[config.mk]
export PLATFORM = sky130hd
export DESIGN_NAME = xact_order_sched
export DESIGN_NICKNAME = d
export VERILOG_FILES = /design/src/rtl/xos_pkg.sv /design/src/rtl/xos_ring.sv /design/src/rtl/xos_dly_queue.sv /design/src/rtl/xos_arb.sv /design/src/rtl/xact_order_sched.sv
export SDC_FILE = /design/constraint.sdc
export NUM_CORES = 1
export LEC_CHECK = 0
export BUFFER_PORTS_ARGS = -buffer_cell sky130_fd_sc_hd__buf_2
export CAP_MARGIN = 40
export CORE_AREA = 2 2 97 99
export DETAILED_ROUTE_END_ITERATION = 12
export DIE_AREA = 0 0 99 101
export PLACE_DENSITY = 0.74
export SYNTH_ARGS = -nofsm -noshare
export SYNTH_HDL_FRONTEND = slang
export SYNTH_HIERARCHICAL = 1
export SYNTH_SLANG_ARGS = --single-unit
[constraint.sdc]
create_clock -name clk -period 3.2 [get_ports clk]
set_clock_uncertainty 0.15 [all_clocks]
set_input_delay 0.64 -clock clk [delete_from_list [all_inputs] [get_ports clk]]
set_output_delay 0.64 -clock clk [all_outputs]
set_load 0.03 [all_outputs]
[src/rtl/xos_pkg.sv]
package xos_pkg;

   typedef enum logic [1:0] {
      DK_RD_REQ = 2'd0,
      DK_WR_REQ = 2'd1,
      DK_RD_CPL = 2'd2,
      DK_WR_CPL = 2'd3
   } dly_kind_e;

   function automatic int unsigned cnt_bits(input int unsigned depth);
      return $clog2(depth + 1);
   endfunction

   function automatic int unsigned ptr_bits(input int unsigned depth);
      return (depth > 1) ? $clog2(depth) : 1;
   endfunction

endpackage

[src/rtl/xos_ring.sv]
module xos_ring #(
   parameter int unsigned DW    = 8,
   parameter int unsigned DEPTH = 4,
   localparam int unsigned AW   = xos_pkg::ptr_bits(DEPTH),
   localparam int unsigned CW   = xos_pkg::cnt_bits(DEPTH)
) (
   input  logic          clk,
   input  logic          rst_n,
   input  logic          push,
   input  logic          pop,
   input  logic [DW-1:0] din,
   output logic          full,
   output logic          empty,
   output logic [CW-1:0] cnt,
   output logic [DW-1:0] head
);

   if (DEPTH < 2) begin : g_bad_depth
      $error("xos_ring: DEPTH must be at least 2");
   end
   if (DW < 1) begin : g_bad_width
      $error("xos_ring: DW must be at least 1");
   end

   logic [DW-1:0] mem_q [DEPTH];
   logic [AW-1:0] wr_q, rd_q, wr_nxt, rd_nxt;
   logic [CW-1:0] cnt_q;
   logic          push_ok, pop_ok;

   assign full    = (cnt_q == CW'(DEPTH));
   assign empty   = (cnt_q == '0);
   assign cnt     = cnt_q;
   assign head    = mem_q[rd_q];
   assign push_ok = push && !full;
   assign pop_ok  = pop && !empty;

   if ((DEPTH & (DEPTH - 1)) == 0) begin : g_pow2
      assign wr_nxt = wr_q + 1'b1;
      assign rd_nxt = rd_q + 1'b1;
   end else begin : g_modulo
      assign wr_nxt = (wr_q == AW'(DEPTH - 1)) ? '0 : wr_q + 1'b1;
      assign rd_nxt = (rd_q == AW'(DEPTH - 1)) ? '0 : rd_q + 1'b1;
   end

   always_ff @(posedge clk or negedge rst_n) begin
      if (!rst_n) begin
         wr_q  <= '0;
         rd_q  <= '0;
         cnt_q <= '0;
      end else begin
         if (push_ok) wr_q <= wr_nxt;
         if (pop_ok)  rd_q <= rd_nxt;
         cnt_q <= cnt_q + CW'(push_ok) - CW'(pop_ok);
      end
   end

   always_ff @(posedge clk) begin
      if (push_ok) mem_q[wr_q] <= din;
   end

   // a full queue that is not drained keeps its occupancy
   p_no_overflow_r8 : assert property (@(posedge clk) disable iff (!rst_n)
      full && !pop |=> cnt == $past(cnt));

   // a pop advances the head by exactly one entry
   p_pop_one_r1 : assert property (@(posedge clk) disable iff (!rst_n)
      pop && !empty && !push |=> cnt == $past(cnt) - 1'b1);

endmodule

[src/rtl/xos_dly_queue.sv]
module xos_dly_queue #(
   parameter int unsigned DW    = 8,
   parameter int unsigned DEPTH = 4,
   parameter int unsigned AHW   = 3,
   localparam int unsigned AW   = xos_pkg::ptr_bits(DEPTH),
   localparam int unsigned CW   = xos_pkg::cnt_bits(DEPTH)
) (
   input  logic           clk,
   input  logic           rst_n,
   input  logic           push,
   input  logic           pop,
   input  logic [1:0]     kind_in,
   input  logic [DW-1:0]  data_in,
   input  logic [AHW-1:0] ahead_in,
   input  logic           pw_retire,
   output logic           full,
   output logic           empty,
   output logic           head_ready,
   output logic [1:0]     head_kind,
   output logic [DW-1:0]  head_data
);

   if (DEPTH < 2) begin : g_bad_depth
      $error("xos_dly_queue: DEPTH must be at least 2");
   end
   if (AHW < 1) begin : g_bad_ahw
      $error("xos_dly_queue: AHW must be at least 1");
   end

   logic [DW-1:0]  data_q  [DEPTH];
   logic [1:0]     kind_q  [DEPTH];
   logic [AHW-1:0] ahead_q [DEPTH];
   logic [AW-1:0]  wr_q, rd_q, wr_nxt, rd_nxt;
   logic [CW-1:0]  cnt_q;
   logic           push_ok, pop_ok;

   assign full       = (cnt_q == CW'(DEPTH));
   assign empty      = (cnt_q == '0);
   assign push_ok    = push && !full;
   assign pop_ok     = pop && !empty;
   assign head_kind  = kind_q[rd_q];
   assign head_data  = data_q[rd_q];
   assign head_ready = !empty && (ahead_q[rd_q] == '0);

   if ((DEPTH & (DEPTH - 1)) == 0) begin : g_pow2
      assign wr_nxt = wr_q + 1'b1;
      assign rd_nxt = rd_q + 1'b1;
   end else begin : g_modulo
      assign wr_nxt = (wr_q == AW'(DEPTH - 1)) ? '0 : wr_q + 1'b1;
      assign rd_nxt = (rd_q == AW'(DEPTH - 1)) ? '0 : rd_q + 1'b1;
   end

   always_ff @(posedge clk or negedge rst_n) begin
      if (!rst_n) begin
         wr_q  <= '0;
         rd_q  <= '0;
         cnt_q <= '0;
      end else begin
         if (push_ok) wr_q <= wr_nxt;
         if (pop_ok)  rd_q <= rd_nxt;
         cnt_q <= cnt_q + CW'(push_ok) - CW'(pop_ok);
      end
   end

   // Per-slot countdown of older posted writes still outstanding.
   for (genvar s = 0; s < DEPTH; s++) begin : g_slot
      always_ff @(posedge clk or negedge rst_n) begin
         if (!rst_n) begin
            ahead_q[s] <= '0;
         end else if (push_ok && (wr_q == AW'(s))) begin
            ahead_q[s] <= ahead_in;
         end else if (pw_retire && (ahead_q[s] != '0)) begin
            ahead_q[s] <= ahead_q[s] - 1'b1;
         end
      end
   end

   always_ff @(posedge clk) begin
      if (push_ok) begin
         data_q[wr_q] <= data_in;
         kind_q[wr_q] <= kind_in;
      end
   end

   // a blocked head only becomes ready through a posted-write retirement
   p_ready_needs_retire_r2 : assert property (@(posedge clk) disable iff (!rst_n)
      !empty && !head_ready && !pop && !pw_retire |=> !head_ready);

   // occupancy never exceeds the configured depth
   p_no_overflow_r8 : assert property (@(posedge clk) disable iff (!rst_n)
      cnt_q <= CW'(DEPTH));

endmodule

[src/rtl/xos_arb.sv]
module xos_arb #(
   parameter bit PW_FIRST = 1'b1
) (
   input  logic clk,
   input  logic rst_n,
   input  logic pw_rdy,
   input  logic dly_rdy,
   input  logic resp_done,
   input  logic resp_retry,
   output logic grant_valid,
   output logic grant_pw
);

   logic rr_pw_q;
   logic lock_q;
   logic lock_pw_q;
   logic resp;

   always_comb begin
      if (lock_q) begin
         grant_valid = 1'b1;
         grant_pw    = lock_pw_q;
      end else begin
         grant_valid = pw_rdy || dly_rdy;
         if (pw_rdy && dly_rdy) grant_pw = rr_pw_q;
         else                   grant_pw = pw_rdy;
      end
   end

   assign resp = grant_valid && (resp_done || resp_retry);

   always_ff @(posedge clk or negedge rst_n) begin
      if (!rst_n) begin
         rr_pw_q   <= PW_FIRST;
         lock_q    <= 1'b0;
         lock_pw_q <= 1'b0;
      end else if (resp) begin
         rr_pw_q <= !grant_pw;
         lock_q  <= 1'b0;
      end else if (grant_valid) begin
         lock_q    <= 1'b1;
         lock_pw_q <= grant_pw;
      end
   end

   // an unanswered offer keeps its side on the next cycle
   p_hold_offer_r6 : assert property (@(posedge clk) disable iff (!rst_n)
      grant_valid && !resp_done && !resp_retry |=> grant_valid && (grant_pw == $past(grant_pw)));

   // once a delayed item is answered, a waiting posted write goes next
   p_turn_to_pw_r4 : assert property (@(posedge clk) disable iff (!rst_n)
      grant_valid && !grant_pw && (resp_done || resp_retry) && pw_rdy |=> grant_valid && grant_pw);

   p_resp_excl : assert property (@(posedge clk) disable iff (!rst_n)
      $onehot0({resp_done, resp_retry}));

endmodule

[src/rtl/xact_order_sched.sv]
module xact_order_sched #(
   parameter int unsigned DW        = 8,
   parameter int unsigned PW_DEPTH  = 4,
   parameter int unsigned DLY_DEPTH = 4,
   parameter bit          PW_FIRST  = 1'b1,
   localparam int unsigned PCW      = xos_pkg::cnt_bits(PW_DEPTH)
) (
   input  logic          clk,
   input  logic          rst_n,
   input  logic          pw_push,
   input  logic [DW-1:0] pw_data,
   output logic          pw_full,
   input  logic          dly_push,
   input  logic [1:0]    dly_kind,
   input  logic [DW-1:0] dly_data,
   output logic          dly_full,
   output logic          out_valid,
   output logic          out_is_pw,
   output logic [1:0]    out_kind,
   output logic [DW-1:0] out_data,
   input  logic          tgt_done,
   input  logic          tgt_retry
);

   logic           pw_empty;
   logic [PCW-1:0] pw_cnt;
   logic [DW-1:0]  pw_head;
   logic           dly_empty, dly_ready;
   logic [1:0]     dly_head_kind;
   logic [DW-1:0]  dly_head_data;
   logic           grant_valid, grant_pw;
   logic           pw_retire, dly_retire;
   logic [PCW-1:0] ahead_new;

   assign pw_retire  = grant_valid &&  grant_pw && tgt_done;
   assign dly_retire = grant_valid && !grant_pw && tgt_done;

   // Older writes for a new delayed entry: queued ones, minus one leaving now.
   assign ahead_new  = pw_cnt - PCW'(pw_retire);

   xos_ring #(.DW(DW), .DEPTH(PW_DEPTH)) u_pw_q (
      .clk   (clk),
      .rst_n (rst_n),
      .push  (pw_push),
      .pop   (pw_retire),
      .din   (pw_data),
      .full  (pw_full),
      .empty (pw_empty),
      .cnt   (pw_cnt),
      .head  (pw_head)
   );

   xos_dly_queue #(.DW(DW), .DEPTH(DLY_DEPTH), .AHW(PCW)) u_dly_q (
      .clk        (clk),
      .rst_n      (rst_n),
      .push       (dly_push),
      .pop        (dly_retire),
      .kind_in    (dly_kind),
      .data_in    (dly_data),
      .ahead_in   (ahead_new),
      .pw_retire  (pw_retire),
      .full       (dly_full),
      .empty      (dly_empty),
      .head_ready (dly_ready),
      .head_kind  (dly_head_kind),
      .head_data  (dly_head_data)
   );

   xos_arb #(.PW_FIRST(PW_FIRST)) u_arb (
      .clk         (clk),
      .rst_n       (rst_n),
      .pw_rdy      (!pw_empty),
      .dly_rdy     (dly_ready),
      .resp_done   (tgt_done),
      .resp_retry  (tgt_retry),
      .grant_valid (grant_valid),
      .grant_pw    (grant_pw)
   );

   assign out_valid = grant_valid;
   assign out_is_pw = grant_pw;
   assign out_kind  = grant_pw ? 2'd0 : dly_head_kind;
   assign out_data  = grant_pw ? pw_head : dly_head_data;

   // a delayed item on the outputs has no older posted write outstanding
   p_dly_gate_r2 : assert property (@(posedge clk) disable iff (!rst_n)
      out_valid && !out_is_pw |-> dly_ready);

   // payload of an unanswered offer is stable
   p_stable_payload_r6 : assert property (@(posedge clk) disable iff (!rst_n)
      out_valid && !tgt_done && !tgt_retry |=> $stable(out_data) && $stable(out_kind));

endmodule

==> metrics, run 1 <==
clock network fraction of design power 14.2%; number of standard cells after synthesis 278; Worst Max-Slew Pin Slew 0.822 ns; post-synthesis share of cell area spent on full adders, half adders and majority gates 6.69%; min cycle time layout 3.14 ns; type of element capturing the critical path output port; DP HPWL 5380 µm; Worst Hold Margin 0.146 ns; total CTS buffers 9; final period utilization 98.3%; required arrival time at the worst endpoint 2.41 ns; total DRC errors in the routed layout 0; via/cell ratio 5.36; Inserted Diodes 0; Die Ht 101 µm; area growth from synthesis to layout 13.8%; achievable clock frequency 318 MHz; total congestion overflow after global routing 0; Core Box Area 8980 µm²; sw frac 37.2%; top area cells in the synthesized netlist edfxtp_1 46%, dfrtp_1 15%, mux4_2 8.6%, mux2_4 6.1%, ha_1 5.8%; final number of setup-violating endpoints 0; Peak VDD IR 0.000566 V; number of buffers added on ports 37; most used flip-flop cell after synthesis edfxtp_1; multiplexer area fraction after synthesis 17.3%; category of the most critical setup path reg2out; maximum level of the CTS H-tree 3; Slew Limit Fails 0; Avg Cell Area, Syn 16.9 µm²; Slew HR 45.2%; count of TritonRoute iterations in the first routing pass 4; antenna violations before repair 0; later-pin clock latency in the skew report 0.36 ns; status completed; arrival time worst endpoint 2.35 ns; Compound-Gate Fraction of Synth Area 1.41%; cell area power density 1050 nW/µm²; sequential fraction of design power 36.8%; Net Switching 2080 µW; number of routed nets with antenna violations 0; final hold viol count 0; maximum root-to-sink buffer count 2; fraction of synthesized cell area in xor and xnor cells 2.60%; sort of element at the start of the critical path flip-flop; Combinational Power Share 49.0%; internal power summed over all cells 3520 µW; via count of the first global-routing pass 2411; Critical-path top delay cell dfrtp_1; most frequent cells in the layout 72 x edfxtp_1, 33 x inv_1, 32 x buf_2, 27 x dfrtp_1, 21 x ha_1; initial standard-cell utilization of the core 52.5%; clock sink count 101; # rows 35; ratio of cells with drive above 1 in the final layout 38.0%; Synth area leader edfxtp_1; cell at the root of the clock tree clkbuf_8; total number of nets in the final design 372; critical-path maximum fanout 11; Pleak 0.00218 µW; Worst R2R Path Depth 13; Critical Path Max Stage Delay 0.42 ns; combined area of all synthesized cells 4710 µm²; Max-cap violations 0; Clk pin slew, worst setup/hold paths 0.11 ns; GP Congestion 0.807; via count 2360; CTS tree yes; setup repair after global routing missed its margin true; synthesis-stage register bit count 101; sum of routed wire length over all layers 7810 µm; proportion of synthesized flip-flops having asynchronous set or reset 28.7%; routed length per instance 17.8 µm; Syn Nets 326; die area 10000 µm²; number of synthesis warnings 6; Yosys cell types 43; number of flops mapped to enable cells by yosys 72; global-route wire length before repair 12500 µm; share of the core filled with cells in the final layout 59.7%; iteration-0 DRC count of the detailed router 114; portion of synthesized cell area occupied by the leading cell type 45.9%; share of synthesized cell area in and, or, nand and nor gates 6.29%; overall fraction of global-route tracks in use 16.8%; floorplan die width 99 µm; crit path cell chain or3_4 -> inv_1 -> a211oi_2 -> nor2b_4 -> o21ai_4 -> buf_12 -> mux2_2 -> buf_2; sequential area share after synthesis 61.3%; commonest non-fill, non-tap cell in the layout edfxtp_1; number of top-level design ports 38; worst min-delay path class in2async; largest family of logic cells by synthesized area multiplexers; largest net degree at the start of global routing 30
cell type report:
type / instances / area [µm²]
Timing Repair Buffer: 45 / 289
Tap cell: 111 / 139
Inverter: 33 / 124
Multi-Input combinational cell: 134 / 1710
Sequential cell: 101 / 2890
Clock buffer: 9 / 124
Fill cell: 682 / 3620
Clock inverter: 7 / 85.1
routing by layer:
layer | up-vias | GRT usage [%] | routed length [µm]
met5 | - | 0 | 0
li1 | 1116 | - | -
met4 | 0 | 5.37 | 101
met2 | 37 | 28.3 | 4010
met3 | 9 | 3.74 | 257
met1 | 1198 | 21.8 | 3440
synth_stat cells (2+ instances only):
master	number
dfrtp_1	28
nor3b_4	2
mux4_2	18
xnor2_1	11
nand4bb_1	2
and2b_2	2
nor2b_1	4
edfxtp_1	72
nand2_1	3
mux2_2	3
o211ai_1	2
mux2_4	19
xor2_1	3
o21ai_1	2
nor4_1	2
buf_6	5
ha_1	22
mux2i_1	9
fa_1	2
and3_1	3
and3b_1	4
nand2b_1	6
buf_2	2
inv_1	33
power groups by stage:
stage	registers, µW	clock network [µW]	logic, µW
6_report	2060	799	2750
2_1_floorplan	2000	0	2130
3_5_place_dp	2080	0	2600
4_1_cts	2060	831	2660
3_3_place_gp	2050	0	2560
5_1_grt	2100	877	3000
critical path: cells and delay by family (launching register included):
family / cells / cell delay (ns)
muxes: 1 / 0.35
DFF: 1 / 0.42
buffers and inverters: 3 / 0.43
AOI/OAI and AO/OA: 2 / 0.25
and+or+nand+nor: 2 / 0.54
sequential cells by signal, summed over array words and instances, names as in the netlist:
| name | count |
|---|---|
| u_pw_q/rd_q | 2 |
| u_dly_q/ahead_q | 12 |
| u_arb/lock_q | 1 |
| u_dly_q/data_q | 32 |
| u_arb/rr_pw_q | 1 |
| u_pw_q/cnt | 3 |
| u_dly_q/wr_q | 2 |
| u_pw_q/mem_q | 32 |
| u_arb/lock_pw_q | 1 |
| u_dly_q/rd_q | 2 |
| u_pw_q/wr_q | 2 |
| u_dly_q/kind_q | 8 |
| u_dly_q/cnt_q | 3 |
path summary, 6_finish.rpt:
check                           slack, ns             start              endpoint
worst max-delay path                 0.06  u_dly_q/cnt_q[2]           out_data[0]
worst min-delay path                 0.15             rst_n       u_dly_q/wr_q[1]
worst max register to register       0.18  u_dly_q/cnt_q[2]         u_pw_q/cnt[2]
worst min register to register       0.35     u_arb/rr_pw_q         u_arb/rr_pw_q
max in group asynchronous            2.27             rst_n       u_dly_q/rd_q[0]
min in group clk                     0.33       dly_kind[0]  u_dly_q/kind_q[0][0]
metrics by stage:
stage | worst slack [ns] | cells | total power [µW] | cell area (µm²) | TNS, ns
finish | 0.0555 | 440 | 5610 | 5360 | 0
global route | -0.0529 | 440 | 5980 | 5360 | -0.205
CTS | 0.00787 | 438 | 5540 | 5290 | 0
detailed placement | 0.0739 | 422 | 4680 | 5060 | 0
global placement | 0.152 | 422 | 4610 | 5060 | 0
floorplan | -0.0478 | 278 | 4130 | 4790 | -0.0493
cells by family after synthesis:
kind of cell	count (synthesis)
DFF	101
muxes	49
buffers and inverters	43
and+or+nand+nor	38
adders and majority gates	24
xor gates and xnor gates	14
AOI/OAI and AO/OA	9
timing repair:
item / CTS / global route
hold buffers: 0 / 0
setup endpoints to repair: 10 / 9
pin swaps: 1 / 0
resized for setup: 6 / 18
buffers inserted: 0 / 2
Power figures use the tool's default switching activity.
==> inputs of run 2 (changes only) <==
- CORE_AREA: 2 2 97 99 -> 2 2 92 94
- DIE_AREA: 0 0 99 101 -> 0 0 94 96
- PLACE_DENSITY: 0.74 -> 0.82
- clock period: 3.2 -> 3.3 ns (I/O delays scaled with it)
==> run 2 against run 1 <==
Net effect:
- clock power fell by 9.3%
- clock-buffer cell count rose by 1
- combinational power fell by 7.6%
- via count rose by 0.59%
- sequential cell count did not move
- sequential share of layout area rose by 1.2 points
- first-iteration DRC count fell by 15%
- critical path type unchanged
- largest cell class unchanged
- highest routed layer is now met5
==> metrics, run 2 (synthesized netlist as in run 1, its figures left out) <==
buffers and inverters on the worst path 3; Worst Max-Slew Pin Slew 0.801 ns; maximum root-to-sink buffer count 2; cell at the root of the clock tree clkbuf_8; via/cell ratio 5.50; Die Ht 96 µm; via count of the first global-routing pass 2475; Pleak 0.00215 µW; arrival time worst endpoint 2.41 ns; critical-path maximum fanout 10; count of TritonRoute iterations in the first routing pass 4; min cycle time layout 3.22 ns; Peak VDD IR 0.000625 V; Critical Path Max Stage Delay 0.40 ns; iteration-0 DRC count of the detailed router 97; later-pin clock latency in the skew report 0.37 ns; cell area power density 1000 nW/µm²; global-route wire length before repair 12400 µm; clock sink count 101; GP Congestion 0.774; Cell Area, Placed 5030 µm²; # rows 33; number of buffers added on ports 37; total congestion overflow after global routing 0; achievable clock frequency 311 MHz; Slew Limit Fails 0; area growth from synthesis to layout 11.4%; largest registers u_dly_q/data_q (32), u_pw_q/mem_q (32), u_dly_q/ahead_q (12); floorplan die width 94 µm; overall fraction of global-route tracks in use 19.1%; final period utilization 97.6%; Slew HR 46.6%; ratio of cells with drive above 1 in the final layout 36.4%; via count 2374; Inserted Diodes 0; Finished Cell Area 5250 µm²; sum of routed wire length over all layers 7820 µm; CTS tree yes; total number of nets in the final design 370; Critical-path top delay cell dfrtp_1; Max-cap violations 0; final number of setup-violating endpoints 0; type of element capturing the critical path output port; die area 9020 µm²; DP HPWL 5480 µm; largest net degree at the start of global routing 30; Core Box Area 8050 µm²; crit path cell chain nor4_2 -> a41oi_1 -> a211oi_2 -> nor2b_4 -> o21ai_4 -> buf_8 -> buf_4 -> and2b_2 -> buf_2; number of top-level design ports 38; initial standard-cell utilization of the core 58.5%; sort of element at the start of the critical path flip-flop; worst min-delay path class in2async; number of routed nets with antenna violations 0; Clk pin slew, worst setup/hold paths 0.10 ns; Worst Hold Margin 0.170 ns; antenna violations before repair 1; total CTS buffers 9; final hold viol count 0; required arrival time at the worst endpoint 2.49 ns; routed length per instance 18.1 µm; most frequent cells in the layout 72 x edfxtp_1, 36 x buf_2, 33 x inv_1, 27 x dfrtp_1, 21 x ha_1; category of the most critical setup path reg2out; status completed; maximum level of the CTS H-tree 3; commonest non-fill, non-tap cell in the layout edfxtp_1; total DRC errors in the routed layout 0; critical path's top delay family simple AND/OR/NAND/NOR gates
run 2: cell types whose count changed in the layout (fill, tap and decap cells not counted), sizes merged:
cell      delta
buf          -2
clkbuf       +1
clkinv       +1
clkinvlp     -1
inv          -1
run 2: routing by layer:
| layer | routed length [µm] | part of all wire [%] | global-route usage [%] | up-vias |
|---|---|---|---|---|
| li1 | - | - | - | 1110 |
| met3 | 317 | 4.1 | 4.31 | 8 |
| met4 | 50 | 0.64 | 6.28 | 2 |
| met2 | 4160 | 53 | 33.5 | 51 |
| met1 | 3290 | 42 | 23.6 | 1203 |
| met5 | 7 | 0.090 | 0 | - |
run 2: cell type report:
class,count,area (µm²)
Fill cell,547,2800
Tap cell,105,131
Clock buffer,10,128
Multi-Input combinational cell,134,1680
Sequential cell,101,2890
Inverter,33,124
Clock inverter,6,57.6
Timing Repair Buffer,43,240
run 2: worst paths after layout:
check	startpoint	to	slack (ns)	depth (start not counted)
setup reg to reg	u_dly_q/ahead_q[4]	u_pw_q/cnt[2]	0.17	14
max in group asynchronous	rst_n	u_dly_q/rd_q[0]	2.36	1
setup / recovery	u_dly_q/ahead_q[4]	out_kind[1]	0.08	9
hold / removal	rst_n	u_dly_q/wr_q[1]	0.17	1
hold reg to reg	u_arb/rr_pw_q	u_arb/rr_pw_q	0.35	2
min in group clk	u_arb/rr_pw_q	u_arb/rr_pw_q	0.35	2
run 2: power breakdown:
part / switching (µW) / internal (µW)
combinational: 1280 / 1250
clock: 435 / 290
sequential: 248 / 1760
total: 1960 / 3300
run 2: through the flow:
step                total power (µW)  setup TNS (ns)  cells  setup WS (ns)  util [%]
finish                          5270               0    432         0.0799      65.2
floorplan                       3990               0    278         0.0400         -
global placement                4420               0    415          0.229      62.5
global route                    5600         -0.0906    432        -0.0507      65.2
CTS                             5290               0    432        0.00533      65.0
detailed placement              4520               0    415          0.144      62.5
run 2: timing repair:
item,4_1_cts,5_1_grt
setup endpoints to repair,8,10
hold buffers,0,0
cloned,0,0
buffers inserted,1,0
gates resized for setup,4,3
